`src/rtl/irq_stat_pkg.sv`:
```
package irq_stat_pkg;

   typedef enum logic [1:0] {
      FLAG_STICKY = 2'd0,
      FLAG_LIVE   = 2'd1,
      FLAG_RSVD   = 2'd2
   } flag_kind_e;

   // Classify one flag position from the configured live and reserved indices.
   function automatic flag_kind_e kind_of(input int idx, input int live_idx, input int rsvd_idx);
      if (idx == rsvd_idx)      return FLAG_RSVD;
      else if (idx == live_idx) return FLAG_LIVE;
      else                      return FLAG_STICKY;
   endfunction

endpackage

```
`src/rtl/irq_flag_bank.sv`:
```
module irq_flag_bank
   import irq_stat_pkg::*;
#(
   parameter int N_FLAGS  = 16,
   parameter int LIVE_BIT = 4,
   parameter int RSVD_BIT = 15
) (
   input  logic               clk,
   input  logic               rst_n,
   input  logic [N_FLAGS-1:0] set_i,
   input  logic               clr_i,
   input  logic               live_i,
   output logic [N_FLAGS-1:0] flags_o
);

   for (genvar g = 0; g < N_FLAGS; g++) begin : g_flag
      localparam flag_kind_e KIND = kind_of(g, LIVE_BIT, RSVD_BIT);
      if (KIND == FLAG_RSVD) begin : g_rsvd
         assign flags_o[g] = 1'b0;
      end else if (KIND == FLAG_LIVE) begin : g_live
         assign flags_o[g] = live_i;
      end else begin : g_sticky
         logic q;
         // a new event outranks a clear in the same cycle
         always_ff @(posedge clk or negedge rst_n) begin
            if (!rst_n)        q <= 1'b0;
            else if (set_i[g]) q <= 1'b1;
            else if (clr_i)    q <= 1'b0;
         end
         assign flags_o[g] = q;
      end
   end

endmodule

```
`src/rtl/irq_reg_port.sv`:
```
module irq_reg_port #(
   parameter int                N_FLAGS  = 16,
   parameter int                ADDR_W   = 8,
   parameter logic [ADDR_W-1:0] A_MASK   = 8'h0A,
   parameter logic [ADDR_W-1:0] A_VIEW   = 8'h0B,
   parameter logic [ADDR_W-1:0] A_CLR    = 8'h0C,
   parameter int                RSVD_BIT = 15
) (
   input  logic               clk,
   input  logic               rst_n,
   input  logic [ADDR_W-1:0]  addr,
   input  logic               wr_en,
   input  logic [N_FLAGS-1:0] wr_data,
   input  logic               rd_en,
   input  logic [N_FLAGS-1:0] flags_i,
   output logic [N_FLAGS-1:0] en_o,
   output logic [N_FLAGS-1:0] rd_data,
   output logic               clr_o
);

   localparam logic [N_FLAGS-1:0] ONE     = {{(N_FLAGS-1){1'b0}}, 1'b1};
   localparam logic [N_FLAGS-1:0] WR_MASK = ~(ONE << RSVD_BIT);

   logic [N_FLAGS-1:0] en_q;

   always_ff @(posedge clk or negedge rst_n) begin
      if (!rst_n)                         en_q <= '0;
      else if (wr_en && addr == A_MASK)   en_q <= wr_data & WR_MASK;
   end

   always_comb begin
      rd_data = '0;
      if (rd_en) begin
         if (addr == A_MASK)                        rd_data = en_q;
         else if (addr == A_VIEW || addr == A_CLR)  rd_data = flags_i;
      end
   end

   assign clr_o = rd_en && (addr == A_CLR);
   assign en_o  = en_q;

endmodule

```
`src/rtl/irq_req_gate.sv`:
```
module irq_req_gate #(
   parameter int N_FLAGS  = 16,
   parameter int NOIRQ_BIT = 6,
   parameter int RSVD_BIT  = 15
) (
   input  logic               clk,
   input  logic               rst_n,
   input  logic [N_FLAGS-1:0] flags_i,
   input  logic [N_FLAGS-1:0] en_i,
   output logic               irq_n
);

   localparam logic [N_FLAGS-1:0] ONE      = {{(N_FLAGS-1){1'b0}}, 1'b1};
   localparam logic [N_FLAGS-1:0] IRQ_MASK = ~((ONE << NOIRQ_BIT) | (ONE << RSVD_BIT));

   logic req_q;

   always_ff @(posedge clk or negedge rst_n) begin
      if (!rst_n) req_q <= 1'b0;
      else        req_q <= |(flags_i & en_i & IRQ_MASK);
   end

   assign irq_n = ~req_q;

endmodule

```
`src/rtl/irq_status_ctrl.sv`:
```
module irq_status_ctrl #(
   parameter int                N_FLAGS   = 16,
   parameter int                ADDR_W    = 8,
   parameter logic [ADDR_W-1:0] A_MASK    = 8'h0A,
   parameter logic [ADDR_W-1:0] A_VIEW    = 8'h0B,
   parameter logic [ADDR_W-1:0] A_CLR     = 8'h0C,
   parameter int                LIVE_BIT  = 4,
   parameter int                DONE_BIT  = 6,
   parameter int                RSVD_BIT  = 15
) (
   input  logic               clk,
   input  logic               rst_n,
   input  logic [N_FLAGS-1:0] evt_i,
   input  logic               zx_level_i,
   input  logic [ADDR_W-1:0]  addr,
   input  logic               wr_en,
   input  logic [N_FLAGS-1:0] wr_data,
   input  logic               rd_en,
   output logic [N_FLAGS-1:0] rd_data,
   output logic               irq_n
);

   localparam logic [N_FLAGS-1:0] ONE = {{(N_FLAGS-1){1'b0}}, 1'b1};

   if (N_FLAGS < 2 || N_FLAGS > 32) begin : g_bad_width
      $error("irq_status_ctrl: N_FLAGS out of range");
   end
   if (LIVE_BIT >= N_FLAGS || DONE_BIT >= N_FLAGS || RSVD_BIT >= N_FLAGS) begin : g_bad_idx
      $error("irq_status_ctrl: special flag index outside word");
   end
   if (LIVE_BIT == DONE_BIT || LIVE_BIT == RSVD_BIT || DONE_BIT == RSVD_BIT) begin : g_dup_idx
      $error("irq_status_ctrl: special flag indices must differ");
   end
   if (A_MASK == A_VIEW || A_MASK == A_CLR || A_VIEW == A_CLR) begin : g_dup_addr
      $error("irq_status_ctrl: register addresses must differ");
   end

   logic               boot_q;
   logic [N_FLAGS-1:0] set_vec;
   logic [N_FLAGS-1:0] flags;
   logic [N_FLAGS-1:0] en_word;
   logic               clr;

   // one-shot after reset release marks the end of the hardware reset
   always_ff @(posedge clk or negedge rst_n) begin
      if (!rst_n) boot_q <= 1'b1;
      else        boot_q <= 1'b0;
   end

   assign set_vec = evt_i | (boot_q ? (ONE << DONE_BIT) : '0);

   irq_flag_bank #(
      .N_FLAGS (N_FLAGS),
      .LIVE_BIT(LIVE_BIT),
      .RSVD_BIT(RSVD_BIT)
   ) u_bank (
      .clk    (clk),
      .rst_n  (rst_n),
      .set_i  (set_vec),
      .clr_i  (clr),
      .live_i (zx_level_i),
      .flags_o(flags)
   );

   irq_reg_port #(
      .N_FLAGS (N_FLAGS),
      .ADDR_W  (ADDR_W),
      .A_MASK  (A_MASK),
      .A_VIEW  (A_VIEW),
      .A_CLR   (A_CLR),
      .RSVD_BIT(RSVD_BIT)
   ) u_port (
      .clk    (clk),
      .rst_n  (rst_n),
      .addr   (addr),
      .wr_en  (wr_en),
      .wr_data(wr_data),
      .rd_en  (rd_en),
      .flags_i(flags),
      .en_o   (en_word),
      .rd_data(rd_data),
      .clr_o  (clr)
   );

   irq_req_gate #(
      .N_FLAGS  (N_FLAGS),
      .NOIRQ_BIT(DONE_BIT),
      .RSVD_BIT (RSVD_BIT)
   ) u_gate (
      .clk    (clk),
      .rst_n  (rst_n),
      .flags_i(flags),
      .en_i   (en_word),
      .irq_n  (irq_n)
   );

endmodule

```
`config.mk`:
```
export PLATFORM = sky130hd
export DESIGN_NAME = irq_status_ctrl
export DESIGN_NICKNAME = d
export VERILOG_FILES = /design/src/rtl/irq_stat_pkg.sv /design/src/rtl/irq_flag_bank.sv /design/src/rtl/irq_reg_port.sv /design/src/rtl/irq_req_gate.sv /design/src/rtl/irq_status_ctrl.sv
export SDC_FILE = /design/constraint.sdc
export NUM_CORES = 1
export LEC_CHECK = 0
export BUFFER_PORTS_ARGS = -buffer_cell sky130_fd_sc_hd__buf_2
export CAP_MARGIN = 0
export CORE_MARGIN = 1.5
export CORE_UTILIZATION = 53
export DETAILED_ROUTE_END_ITERATION = 6
export GPL_TIMING_DRIVEN = 0
export PLACE_DENSITY_LB_ADDON = 0.15
export SYNTH_ARGS = -nofsm -noshare
export SYNTH_HDL_FRONTEND = slang
export SYNTH_HIERARCHICAL = 1
export SYNTH_SLANG_ARGS = --single-unit
```
`constraint.sdc`:
```
create_clock -name clk -period 2.3 [get_ports clk]
set_input_delay 0.345 -clock clk [delete_from_list [all_inputs] [get_ports clk]]
set_output_delay 0.345 -clock clk [all_outputs]
set_load 0.02 [all_outputs]
```
==> metrics <==
Critical Path Sink Type primary output; Slew HR 53.4%; fraction of layout cells with a size suffix above 1 47.9%; CTS root buf clkbuf_4; Finished Core Util 69.7%; P_leak 0.980 nW; initial antenna violation count 0; Congestion Overflow GR 0; RSZ-0062 raised after global routing no; Worst Skew 6.45 ps; fin crit share 92.7%; Final min period 2130 ps; Final Hold Fails 0; H-tree depth 2; total number of vias 1,400; detailed-placement wirelength estimate 2860 um; Die Y 59.8 um; Tot GR Track Use 22.2%; hold slack final 44.6 ps; final setup TNS 0 ps; sequential cell area 777 um2; clock-pin slew on the worst setup and hold paths 100 ps; remaining antenna violation count 0; initial drt markers 52; port bufs 55; CTS Hold Buffers Added 0; final RePlAce weighted congestion 0.919; Post-route DRC 0; crit start category input port; pre-CTS setup slack 137 ps; IR drop worst, VDD 0.342 mV; Setup CP Type input port to primary output; fmax 469 MHz; FF-to-FF Start u_bank/g_flag[3].g_sticky.q; Worst Slack Setup Final 168 ps; TritonRoute pass-1 iters 4; multi-input logic area 746 um2; Syn Area/Cell 11.0 um2; clock sink count 31; first-pass GRT wire length 5760 um; final instance area 2130 um2; CTS tree yes; Clock Path Buffers 2; status finished clean; YS warnings 6; Core Rows 20; area of the core 3050 um2; vias in the first global route 1,309; required time of the critical path 1960 ps; largest net degree at the start of global routing 32; wire length per cell 14.1 um; count of final setup violators 0; DR vias/cell 5.32; Final nets 263; Syn Inst Count 156; Net Count, Synth 201; placed cell count 255; worst reg2reg endpoint u_gate/req_q; type of the most critical hold path input port to asynchronous set/reset pin; PwrDens 541 nW/um2; Max Cap Viol 0; Inserted Diodes 0; area grow syn2layout 24.5%; worst-margin pin slew 694 ps; Netlist Area Pre-Place 1710 um2; Initial Utilization 56.0%; I/O pin total 62; die width 59.8 um; post_cts resized 0; Die ar. 3570 um2; CTS buffer count 5; Finished Layout Cells 263; Worst-Skew Late Latency 330 ps; post-CTS setup buffer count 0; FF-to-FF path depth 4; CP startpoint addr[2]; final WL 3710 um; Slew Limit Fails 0; Pwr Total 1.15 mW; dpl cell area 2040 um2; CP max FO 10; critical path arrival 1790 ps; Reg2Reg Setup Slack 1120 ps; filler instances 244
==> layer usage <==
layer / vias up / part of all wire, % / global-route usage (%)
met1: 669 / 46 / 28.4
met4: 0 / 1.4 / 9.21
met5: - / 0 / 0
met2: 56 / 46 / 35.2
met3: 7 / 6.5 / 6.28
li1: 668 / - / -
==> flip-flops by register name, summed over array words and instances (netlist names) <==
| signal | count |
|---|---|
| u_bank/g_flag.g_sticky.q | 14 |
| u_gate/req_q | 1 |
| u_port/en_o | 15 |
| boot_q | 1 |
==> worst max-delay path, cell delays in order <==
cell and delay, ps:
buf_2 110, and3b_1 210, clkbuf_1 250, clkbuf_1 370, o211ai_1 140, a21oi_1 180, buf_2 190
==> cell type report <==
type,count,area share [%]
clock buffer,6,2.41
sequential,31,36.5
inverter,2,0.353
multi-input combinational,97,35.0
buffer,26,8.52
tap,44,2.59
timing repair buffer,55,12.9
clock inverter,2,1.65
==> cells in the final DEF, fill, tap and decap left out, types with 2 or more instances in the layout <==
cell type and count:
a22oi_1 5, conb_1 2, mux2_4 10, buf_2 56
mux2_1 5, o211ai_1 15, dfrtp_1 30, nor2_1 2
clkbuf_4 5, a21oi_1 15, buf_4 18, nand2_1 16
a21o_2 4, buf_6 2, a21o_1 10, clkbuf_1 5
==> where the power goes <==
part           internal, mW  switching, mW  total (mW)
clock                 0.257          0.179       0.435
combinational        0.0698         0.0672       0.137
sequential            0.565         0.0134       0.579
total                 0.892          0.259        1.15
==> worst max-delay path by stage <==
| stage | end | slack (ps) | cells past startpoint |
|---|---|---|---|
| after floorplan | rd_data[10] | 430 | 4 |
| after global placement | rd_data[13] | 170 | 6 |
| after detailed placement | rd_data[8] | 140 | 6 |
| after CTS | rd_data[8] | 130 | 6 |
| after global routing | rd_data[8] | 20 | 7 |
| final | rd_data[7] | 170 | 7 |
No activity file was read; power rests on OpenSTA's default activity.
